--- config.mk ---
export PLATFORM = sky130hd
export DESIGN_NAME = aging_victim_sel
export DESIGN_NICKNAME = d
export VERILOG_FILES = /design/src/rtl/aging_sel_pkg.sv /design/src/rtl/avs_rst_sync.sv /design/src/rtl/avs_frame_age.sv /design/src/rtl/avs_min_scan.sv /design/src/rtl/aging_victim_sel.sv
export SDC_FILE = /design/constraint.sdc
export NUM_CORES = 1
export LEC_CHECK = 0
export CORE_MARGIN = 2
export CORE_UTILIZATION = 25
export CTS_CLUSTER_DIAMETER = 60
export DETAILED_ROUTE_END_ITERATION = 7
export PLACE_DENSITY = 0.5
export SLEW_MARGIN = 30
export SYNTH_ARGS = -nofsm -noshare
export SYNTH_HDL_FRONTEND = slang
export SYNTH_HIERARCHICAL = 1
export SYNTH_SLANG_ARGS = --single-unit
--- constraint.sdc ---
create_clock -name clk -period 5 [get_ports clk]
set_input_delay 0.5 -clock clk [delete_from_list [all_inputs] [get_ports clk]]
set_output_delay 0.5 -clock clk [all_outputs]
set_load 0.03 [all_outputs]
--- src/rtl/aging_sel_pkg.sv ---
package aging_sel_pkg;
  typedef enum logic {
    SCAN_IDLE = 1'b0,
    SCAN_RUN  = 1'b1
  } scan_state_e;
endpackage

--- src/rtl/avs_rst_sync.sv ---
module avs_rst_sync (
  input  logic clk,
  input  logic rst_n,
  output logic rst_sync_n
);
  logic [1:0] sync_q;

  always_ff @(posedge clk or negedge rst_n) begin
    if (!rst_n) sync_q <= 2'b00;
    else        sync_q <= {sync_q[0], 1'b1};
  end

  assign rst_sync_n = sync_q[1];
endmodule

--- src/rtl/avs_frame_age.sv ---
module avs_frame_age #(
  parameter int HIST_W = 8
) (
  input  logic              clk,
  input  logic              rst_n,
  input  logic              valid,
  input  logic              hit,
  input  logic              tick,
  output logic [HIST_W-1:0] hist
);
  logic              used_q, used_n;
  logic [HIST_W-1:0] hist_q, hist_n;

  always_comb begin
    used_n = used_q;
    hist_n = hist_q;
    if (!valid) begin
      used_n = 1'b0;
      hist_n = '0;
    end else if (tick) begin
      hist_n = {used_q, hist_q[HIST_W-1:1]};
      used_n = hit;
    end else if (hit) begin
      used_n = 1'b1;
    end
  end

  always_ff @(posedge clk or negedge rst_n) begin
    if (!rst_n) begin
      used_q <= 1'b0;
      hist_q <= '0;
    end else begin
      used_q <= used_n;
      hist_q <= hist_n;
    end
  end

  assign hist = hist_q;

  // an access to a valid frame leaves its used flag set
  p_used_set_r2: assert property (@(posedge clk) disable iff (!rst_n)
    valid && hit |=> used_q);

  // the shifted-in top bit equals the flag held before the tick
  p_shift_msb_r3: assert property (@(posedge clk) disable iff (!rst_n)
    valid && tick && !hit |=> (hist_q[HIST_W-1] == $past(used_q)) && !used_q);

  // a coincident access survives the tick
  p_tick_hit_r4: assert property (@(posedge clk) disable iff (!rst_n)
    valid && tick && hit |=> used_q && (hist_q[HIST_W-1] == $past(used_q)));

  // an empty frame carries no history
  p_clear_empty_r5: assert property (@(posedge clk) disable iff (!rst_n)
    !valid |=> (hist_q == '0) && !used_q);
endmodule

--- src/rtl/avs_min_scan.sv ---
module avs_min_scan
  import aging_sel_pkg::*;
#(
  parameter int NUM_FRAMES = 8,
  parameter int HIST_W     = 8,
  localparam int IDX_W     = $clog2(NUM_FRAMES)
) (
  input  logic                               clk,
  input  logic                               rst_n,
  input  logic                               req,
  input  logic [NUM_FRAMES-1:0]              frame_valid,
  input  logic [NUM_FRAMES-1:0][HIST_W-1:0]  hist_all,
  output logic                               done,
  output logic [IDX_W-1:0]                   victim
);
  localparam logic [IDX_W-1:0] LAST_IDX = IDX_W'(NUM_FRAMES - 1);

  scan_state_e       state_q, state_n;
  logic [IDX_W-1:0]  cnt_q, cnt_n;
  logic [IDX_W-1:0]  best_q, best_n;
  logic [HIST_W-1:0] best_h_q, best_h_n;
  logic              found_q, found_n;
  logic              have_q, have_n;
  logic              done_q, done_n;
  logic [IDX_W-1:0]  victim_q, victim_n;
  logic              cur_v;
  logic [HIST_W-1:0] cur_h;

  assign cur_v = frame_valid[cnt_q];
  assign cur_h = hist_all[cnt_q];

  always_comb begin
    state_n  = state_q;
    cnt_n    = cnt_q;
    best_n   = best_q;
    best_h_n = best_h_q;
    found_n  = found_q;
    have_n   = have_q;
    done_n   = 1'b0;
    victim_n = victim_q;
    unique case (state_q)
      SCAN_IDLE: begin
        if (req) begin
          state_n = SCAN_RUN;
          cnt_n   = '0;
          found_n = 1'b0;
          have_n  = 1'b0;
        end
      end
      SCAN_RUN: begin
        if (!found_q) begin
          if (!cur_v) begin
            found_n = 1'b1;
            best_n  = cnt_q;
          end else if (!have_q || (cur_h < best_h_q)) begin
            have_n   = 1'b1;
            best_n   = cnt_q;
            best_h_n = cur_h;
          end
        end
        cnt_n = cnt_q + 1'b1;
        if (cnt_q == LAST_IDX) begin
          state_n  = SCAN_IDLE;
          done_n   = 1'b1;
          victim_n = best_n;
        end
      end
      default: state_n = SCAN_IDLE;
    endcase
  end

  always_ff @(posedge clk or negedge rst_n) begin
    if (!rst_n) begin
      state_q  <= SCAN_IDLE;
      cnt_q    <= '0;
      best_q   <= '0;
      best_h_q <= '0;
      found_q  <= 1'b0;
      have_q   <= 1'b0;
      done_q   <= 1'b0;
      victim_q <= '0;
    end else begin
      state_q  <= state_n;
      cnt_q    <= cnt_n;
      best_q   <= best_n;
      best_h_q <= best_h_n;
      found_q  <= found_n;
      have_q   <= have_n;
      done_q   <= done_n;
      victim_q <= victim_n;
    end
  end

  assign done   = done_q;
  assign victim = victim_q;

  // once an empty frame is found, the candidate no longer moves
  p_empty_keep_r6: assert property (@(posedge clk) disable iff (!rst_n)
    (state_q == SCAN_RUN) && found_q |=> best_q == $past(best_q));

  // a replacement candidate never has a larger history than the one it replaces
  p_min_order_r7: assert property (@(posedge clk) disable iff (!rst_n)
    (state_q == SCAN_RUN) && have_q && !found_q && cur_v |=> best_h_q <= $past(best_h_q));

  // the result strobe lasts exactly one cycle
  p_done_pulse_r8: assert property (@(posedge clk) disable iff (!rst_n)
    done_q |=> !done_q);

  // the index only moves with the strobe
  p_victim_hold_r8: assert property (@(posedge clk) disable iff (!rst_n)
    !done_q |-> $stable(victim_q));

  // a walk in progress continues regardless of new requests
  p_walk_runs_r9: assert property (@(posedge clk) disable iff (!rst_n)
    (state_q == SCAN_RUN) && (cnt_q != LAST_IDX) |=> (state_q == SCAN_RUN) && !done_q);
endmodule

--- src/rtl/aging_victim_sel.sv ---
module aging_victim_sel #(
  parameter int NUM_FRAMES = 8,
  parameter int HIST_W     = 8,
  localparam int IDX_W     = $clog2(NUM_FRAMES)
) (
  input  logic                  clk,
  input  logic                  rst_n,
  input  logic                  acc_valid,
  input  logic [IDX_W-1:0]      acc_frame,
  input  logic                  tick,
  input  logic [NUM_FRAMES-1:0] frame_valid,
  input  logic                  req,
  output logic                  done,
  output logic [IDX_W-1:0]      victim
);
  logic                              rst_int_n;
  logic [NUM_FRAMES-1:0][HIST_W-1:0] hist_all;

  avs_rst_sync u_rst_sync (
    .clk        (clk),
    .rst_n      (rst_n),
    .rst_sync_n (rst_int_n)
  );

  for (genvar gi = 0; gi < NUM_FRAMES; gi++) begin : g_frame
    logic hit;
    assign hit = acc_valid && (acc_frame == IDX_W'(gi));

    avs_frame_age #(.HIST_W(HIST_W)) u_age (
      .clk   (clk),
      .rst_n (rst_int_n),
      .valid (frame_valid[gi]),
      .hit   (hit),
      .tick  (tick),
      .hist  (hist_all[gi])
    );
  end

  avs_min_scan #(.NUM_FRAMES(NUM_FRAMES), .HIST_W(HIST_W)) u_scan (
    .clk         (clk),
    .rst_n       (rst_int_n),
    .req         (req),
    .frame_valid (frame_valid),
    .hist_all    (hist_all),
    .done        (done),
    .victim      (victim)
  );

  // no result strobe while reset is held internally
  p_quiet_reset_r1: assert property (@(posedge clk)
    !rst_int_n |=> !done || !$past(rst_int_n) == 1'b0);
endmodule

==> run_results.csv, run 1 <==
group,metric,value,unit
cts,htree_levels,3,
placement,hpwl,7100,um
sta,maxSlewViolCount,0,
cells_and_area,final_cell_mix,"dfrtp_1, nor2b_1, mux2i_1",
global_route,grt_pass1_wl,17900,um
routing,highest_layer,"met4",
yosys,ys.flop_type,"dfrtp_1",
cts,cts_tree,"done",
cells_and_area,layout.nets,422,
routing,met2_length,4760,um
sta,finalHoldViolations,0,
yosys,yosys.area.top_type_share,49.0,%
yosys,ys_top_cells_by_area,"dfrtp_1, mux2i_1, nor2b_1",
power_and_ir_drop,p_per_area,365,mW/mm2
sta,setup_tns,0,ns
worst_setup_path,cp_max_fo,9,
routing,vias,2908,
routing,dr.pass1.iters,4,
global_route,antenna_found_initial,0,
hold_path,min_path_type,"flop to asynchronous set/reset pin",
placement,place_congestion,0.771,
routing,wl_met3,244,um
routing,remaining_drc_errors,0,
yosys,netlist_area,0.00485,mm2
yosys,synth_top_family_by_area,"multiplexers",
cts,clockBufferDepth,2,
yosys,syn_nets,400,
cts,cts_made_buffers,9,
cells_and_area,post-route-util,29.6,%
routing,via_per_inst,4.41,
routing,drtAntennaViolNets,0,
yosys,yosysUniqueCellTypes,36,
worst_setup_path,cp.arrival,3.89,ns
worst_setup_path,cp-end-kind,"flop",
worst_setup_path,cp-start-kind,"flop",
sta,skew,0.00647,ns
cells_and_area,final_layout_size_suffix_gt1_share,16.8,%
yosys,async_flop_share,100,%
floorplan,coreArea,0.0189,mm2
floorplan,row_count,50,
yosys,yosys_register_bits,95,
run_status,status,"finished clean",
sta,min_period_over_period,73.2,%
placement,port_buffers,19,
worst_setup_path,crit_path_max_incr_delay,0.65,ns
power_and_ir_drop,p_leak,2.45,nW
worst_setup_path,path_class,"flop to flop",
cells_and_area,syn2layout_area_growth,15.2,%
cts,holdBufCountCts,0,
cells_and_area,final_common_cell,"dfrtp_1",
sta,tightestPinTransition,0.842,ns
cells_and_area,n_antenna_cell,0,
global_route,grt.total_usage,11.4,%
global_route,grt_pass1_vias,3071,
floorplan,io_pins,20,
yosys,synthMuxAreaShare,26.6,%
worst_setup_path,r2r_cells,9,
worst_setup_path,crit_required,5.23,ns
sta,rsz0062_at_grt,"no",
worst_setup_path,cp_common_cell,"mux2_2",
floorplan,die_h,143,um
yosys,synthCells,375,
routing,drt_iter0_drc,186,
worst_setup_path,path_depth,9,
yosys,ys_seq_area_share,49.0,%
floorplan,fp.dieW,143,um
yosys,synth_simple_gate_area_share,14.9,%
power_and_ir_drop,vdd_drop_max,0.164,mV
routing,wl_per_cell,15.7,um
worst_setup_path,worst-path-buf-inv,1,
cts,clk_latency,0.35,ns
sta,period_minus_slack,3.66,ns
worst_setup_path,path_cells,"buf_4 > mux4_2 > mux2_2 > ha_1 > a21oi_1 > o22ai_1 > nor4_4 > o211ai_2 > mux2_2",
cts,cts_root_buf,"clkbuf_16",
global_route,grt_overflow,0,
floorplan,initial_core_util,25.7,%
yosys,synth_compound_area_share,3.89,%
yosys,syn_area_per_cell,12.9,um2
worst_setup_path,crit_path_top_delay_cell,"dfrtp_1",
routing,wirelength,10400,um
cts,cts-resized-gates,0,
global_route,grt_max_degree,77,
sta,finalSetupViolCount,0,
yosys,synthXorXnorAreaFrac,0,%
yosys,synth_largest_area_cell,"dfrtp_1",
worst_setup_path,path_delay_family,"multiplexers",
yosys,synth_edf_count,0,
sta,fmaxAchievable,273,MHz
cts,cts_setup_buffers,0,
sta,relSlewSlack,43.9,%
yosys,ys_warn_count,6,
floorplan,die_area,0.0205,mm2
run,maxCapViolCount,0,
routing,wl_met1,5050,um
cts,path_clk_slew,0.06,ns
yosys,yosys.area_share.adder,2.32,%
cts,cts_num_sinks,95,
registers in the layout, summed over array words and instances (netlist names):
register / cells
g_frame.u_age/hist: 64
u_scan/victim: 3
u_scan/done: 1
u_rst_sync/sync_q: 2
u_scan/cnt_q: 3
u_scan/state_q: 1
u_scan/best_h_q: 8
u_scan/best_q: 3
u_scan/have_q: 1
u_scan/found_q: 1
g_frame.u_age/used_q: 8
metal layers:
layer / up-vias / GRT usage (%)
li1: 1381 / -
met5: - / 0
met1: 1474 / 15.4
met2: 35 / 17.3
met4: 0 / 4.90
met3: 18 / 2.90
kinds of logic after synthesis:
| logic type | after synthesis |
|---|---|
| and+or+nand+nor | 113 |
| muxes | 103 |
| DFF | 95 |
| AOI/OAI and AO/OA | 29 |
| buffers and inverters | 25 |
| adders and majority gates | 9 |
| other | 1 |
where the power goes:
group | total (mW) | switching (mW) | internal [mW]
registers | 0.923 | 0.101 | 0.822
logic | 0.441 | 0.216 | 0.225
clock network | 0.674 | 0.278 | 0.397
metrics by stage:
stage	setup slack [ns]	hold slack (ns)	std cells	power, mW	instance area (um2)
3_3_place_gp	1.41	0.200	646	1.38	5300
5_1_grt	1.01	0.226	660	2.16	5590
6_report	1.34	0.194	660	2.04	5590
2_1_floorplan	1.66	0.204	375	1.23	4850
4_1_cts	1.28	0.210	660	2.08	5590
3_5_place_dp	1.31	0.206	646	1.39	5310
path summary, 6_finish.rpt:
| path | start | to | slack, ns |
|---|---|---|---|
| worst min register to register | u_rst_sync/sync_q[1] | g_frame[4].u_age/hist[5] | 0.19 |
| max in group asynchronous | u_rst_sync/sync_q[1] | u_scan/cnt_q[1] | 3.85 |
| min in group clk | u_rst_sync/sync_q[0] | u_rst_sync/sync_q[1] | 0.36 |
| worst min-delay path | u_rst_sync/sync_q[1] | g_frame[4].u_age/hist[5] | 0.19 |
| worst max-delay path | u_scan/cnt_q[0] | u_scan/best_h_q[4] | 1.34 |
| worst max register to register | u_scan/cnt_q[0] | u_scan/best_h_q[4] | 1.34 |
cell usage after synthesis, drive strengths merged, types with 2 or more instances:
cell type	number
dfrtp	95
nor2b	72
mux2i	65
mux2	19
mux4	19
nand2	13
buf	12
inv	11
ha	9
o21a	8
o21ai	8
a21oi	6
nor2	5
nand3	4
and4b	3
and4bb	3
nor3b	3
and3	2
clkbuf	2
nand2b	2
o211ai	2
or3	2
area by class of cell:
cell class                 count  area [um2]
fill                        1966       13300
sequential                    95        2380
multi-input combinational    255        2320
tap                          260         325
clock buffer                  13         250
timing repair buffer          25         240
inverter                      11        41.3
clock inverter                 1        30.0
Note: power is estimated with default switching activity, not from simulation.
==> run 2: changes to the inputs <==
--- a/config.mk
+++ b/config.mk
@@ -9,7 +9,7 @@
 export CORE_UTILIZATION = 25
 export CTS_CLUSTER_DIAMETER = 60
 export DETAILED_ROUTE_END_ITERATION = 7
-export PLACE_DENSITY = 0.5
+export PLACE_DENSITY = 0.51
 export SLEW_MARGIN = 30
 export SYNTH_ARGS = -nofsm -noshare
 export SYNTH_HDL_FRONTEND = slang
==> constraint.sdc (replaced) <==
create_clock -name clk -period 3.1 [get_ports clk]
set_input_delay 0.31 -clock clk [delete_from_list [all_inputs] [get_ports clk]]
set_output_delay 0.31 -clock clk [all_outputs]
set_load 0.03 [all_outputs]
==> run_results.csv, run 2 (same netlist as run 1, synthesis figures left out) <==
group,metric,value,unit
placement,hpwl,7530,um
global_route,grt.total_usage,11.4,%
run_status,status,"finished clean",
worst_setup_path,r2r_end,"u_scan/best_h_q[4]",
sta,finalSetupViolCount,0,
hold_path,min_path_type,"input pin to asynchronous set/reset pin",
cts,clk_latency,0.35,ns
routing,drt_iter0_drc,191,
worst_setup_path,path_cells,"clkbuf_16 > mux4_2 > mux2_4 > ha_4 > o211ai_1 > a211oi_2 > nor2_2 > o211ai_4 > buf_12 > mux2_2",
worst_setup_path,r2r-start,"u_scan/cnt_q[0]",
cts,cts_num_sinks,95,
worst_setup_path,path_class,"flop to flop",
power_and_ir_drop,finalPower,3.50,mW
worst_setup_path,crit_path_end,"u_scan/best_h_q[4]",
routing,drtAntennaViolNets,0,
cts,clockBufferDepth,2,
sta,skew,0.00534,ns
power_and_ir_drop,p_sw_share,30.1,%
power_and_ir_drop,vdd_drop_max,0.331,mV
global_route,grt_overflow,0,
floorplan,fp.dieW,143,um
sta,fmaxAchievable,331,MHz
sta,tightestPinTransition,0.723,ns
cells_and_area,layout.nets,443,
sta,min_period_over_period,97.5,%
floorplan,row_count,50,
cells_and_area,syn2layout_area_growth,21.7,%
placement,placed_cell_area,0.00544,mm2
global_route,grt_pass1_wl,17900,um
cts,cts_made_buffers,9,
sta,maxSlewViolCount,0,
worst_setup_path,critPathLaunch,"u_scan/cnt_q[0]",
power_and_ir_drop,internal_power,2.45,mW
cells_and_area,post-route-util,31.3,%
worst_setup_path,crit_path_top_delay_cell,"mux4_2",
cells_and_area,final_cell_mix,"dfrtp_1, nor2b_1, mux2i_1",
sta,setup_tns,0,ns
cells_and_area,largest_reg_flops,64,
cts,path_clk_slew,0.06,ns
floorplan,coreArea,0.0189,mm2
global_route,grt_pass1_vias,3105,
sta,finalHoldViolations,0,
power_and_ir_drop,pwr-share-comb,28.6,%
cells_and_area,final_area,0.00591,mm2
placement,place_congestion,0.816,
cells_and_area,final_layout_size_suffix_gt1_share,23.4,%
sta,rsz0062_at_grt,"yes",
power_and_ir_drop,clockPowerShare,30.1,%
floorplan,die_area,0.0205,mm2
worst_setup_path,r2r_cells,10,
power_and_ir_drop,p_sw,1.06,mW
sta,period_minus_slack,3.02,ns
cells_and_area,final_common_cell,"dfrtp_1",
global_route,grt_max_degree,45,
routing,wirelength,10800,um
floorplan,die_h,143,um
floorplan,initial_core_util,25.7,%
worst_setup_path,cp-start-kind,"flop",
sta,relSlewSlack,51.8,%
cells_and_area,final.fill_count,1940,
power_and_ir_drop,p_leak,2.58,nW
worst_setup_path,cp.arrival,3.26,ns
power_and_ir_drop,p_per_area,593,mW/mm2
routing,vias,2997,
worst_setup_path,r2r_slack,0.08,ns
floorplan,io_pins,20,
routing,wl_per_cell,15.8,um
worst_setup_path,cp_max_fo,9,
power_and_ir_drop,pwr-share-seq,41.3,%
cts,htree_levels,3,
sta,fin_ws,0.0763,ns
placement,port_buffers,19,
worst_setup_path,crit_path_max_incr_delay,0.53,ns
placement,dpl_worst_slack,-0.105,ns
cells_and_area,n_antenna_cell,0,
routing,remaining_drc_errors,0,
cts,holdBufCountCts,0,
cts,cts_root_buf,"clkbuf_16",
run,maxCapViolCount,0,
worst_setup_path,crit_required,3.33,ns
routing,via_per_inst,4.39,
global_route,antenna_found_initial,0,
cts,cts_tree,"done",
routing,dr.pass1.iters,4,
worst_setup_path,cp-end-kind,"flop",
run 2: cell types whose count changed in the layout (fill, tap and decap cells not counted), moves of 2 or more:
cell,delta
ha_4,+4
buf_12,+3
ha_1,-4
clkbuf_16,+2
buf_6,-2
clkinvlp_4,+2
mux2_4,+5
mux2_2,-5
buf_4,+18
run 2: cell type report:
type | count | area, um2 | area share [%]
Inverter | 11 | 41.3 | 0.699
Sequential cell | 95 | 2380 | 40.3
Multi-Input combinational cell | 255 | 2420 | 40.9
Timing Repair Buffer | 46 | 463 | 7.84
Tap cell | 260 | 325 | 5.51
Clock inverter | 2 | 15.0 | 0.254
Clock buffer | 14 | 264 | 4.47
run 2: through the flow:
stage               instances  hold WS (ns)
finish                    683         0.117
global placement          660         0.294
detailed placement        660         0.293
global route              683         0.111
floorplan                 375        0.0144
CTS                       680         0.109
run 2: per-layer routing:
layer	routed length [um]	track usage (%)	part of all wire, %	up-vias
met5	0	0	0	-
met4	130	3.10	1.2	0
met3	266	2.83	2.5	9
met2	5200	18.2	48	36
met1	5200	15.3	48	1521
li1	-	-	-	1431
run 2: worst max-delay path, delay by kind of cell, from the launching register on:
kind	cells	cell delay (ns)
buf+inv	2	0.34
fa+ha+maj	1	0.27
simple gates	1	0.10
compound gates	3	0.59
flops	1	0.45
mux	3	1.16
run 2: how the worst min path moves through the flow:
stage,end,slack (ns),cells after the start
2_1_floorplan,u_rst_sync/sync_q[0],0.01,0
3_3_place_gp,g_frame[5].u_age/used_q,0.29,0
3_5_place_dp,g_frame[5].u_age/hist[6],0.29,0
4_1_cts,u_rst_sync/sync_q[1],0.11,1
5_1_grt,u_rst_sync/sync_q[1],0.11,1
6_report,u_rst_sync/sync_q[1],0.12,1
run 2: power groups by stage:
stage | registers (mW) | clock network, mW | logic (mW)
finish | 1.45 | 1.06 | 1.00
global route | 1.46 | 1.15 | 1.09
CTS | 1.44 | 1.09 | 0.963
detailed placement | 1.45 | 0 | 0.874
global placement | 1.45 | 0 | 0.852
floorplan | 1.47 | 0 | 0.532
run 2: timing repair:
| action | CTS | global route |
|---|---|---|
| endpoints found under the hold margin | 0 | 0 |
| gates resized for setup | 7 | 10 |
| gates cloned | 1 | 1 |
| setup buffers | 3 | 2 |
| setup endpoints to repair | 12 | 13 |
| pin swaps | 2 | 2 |
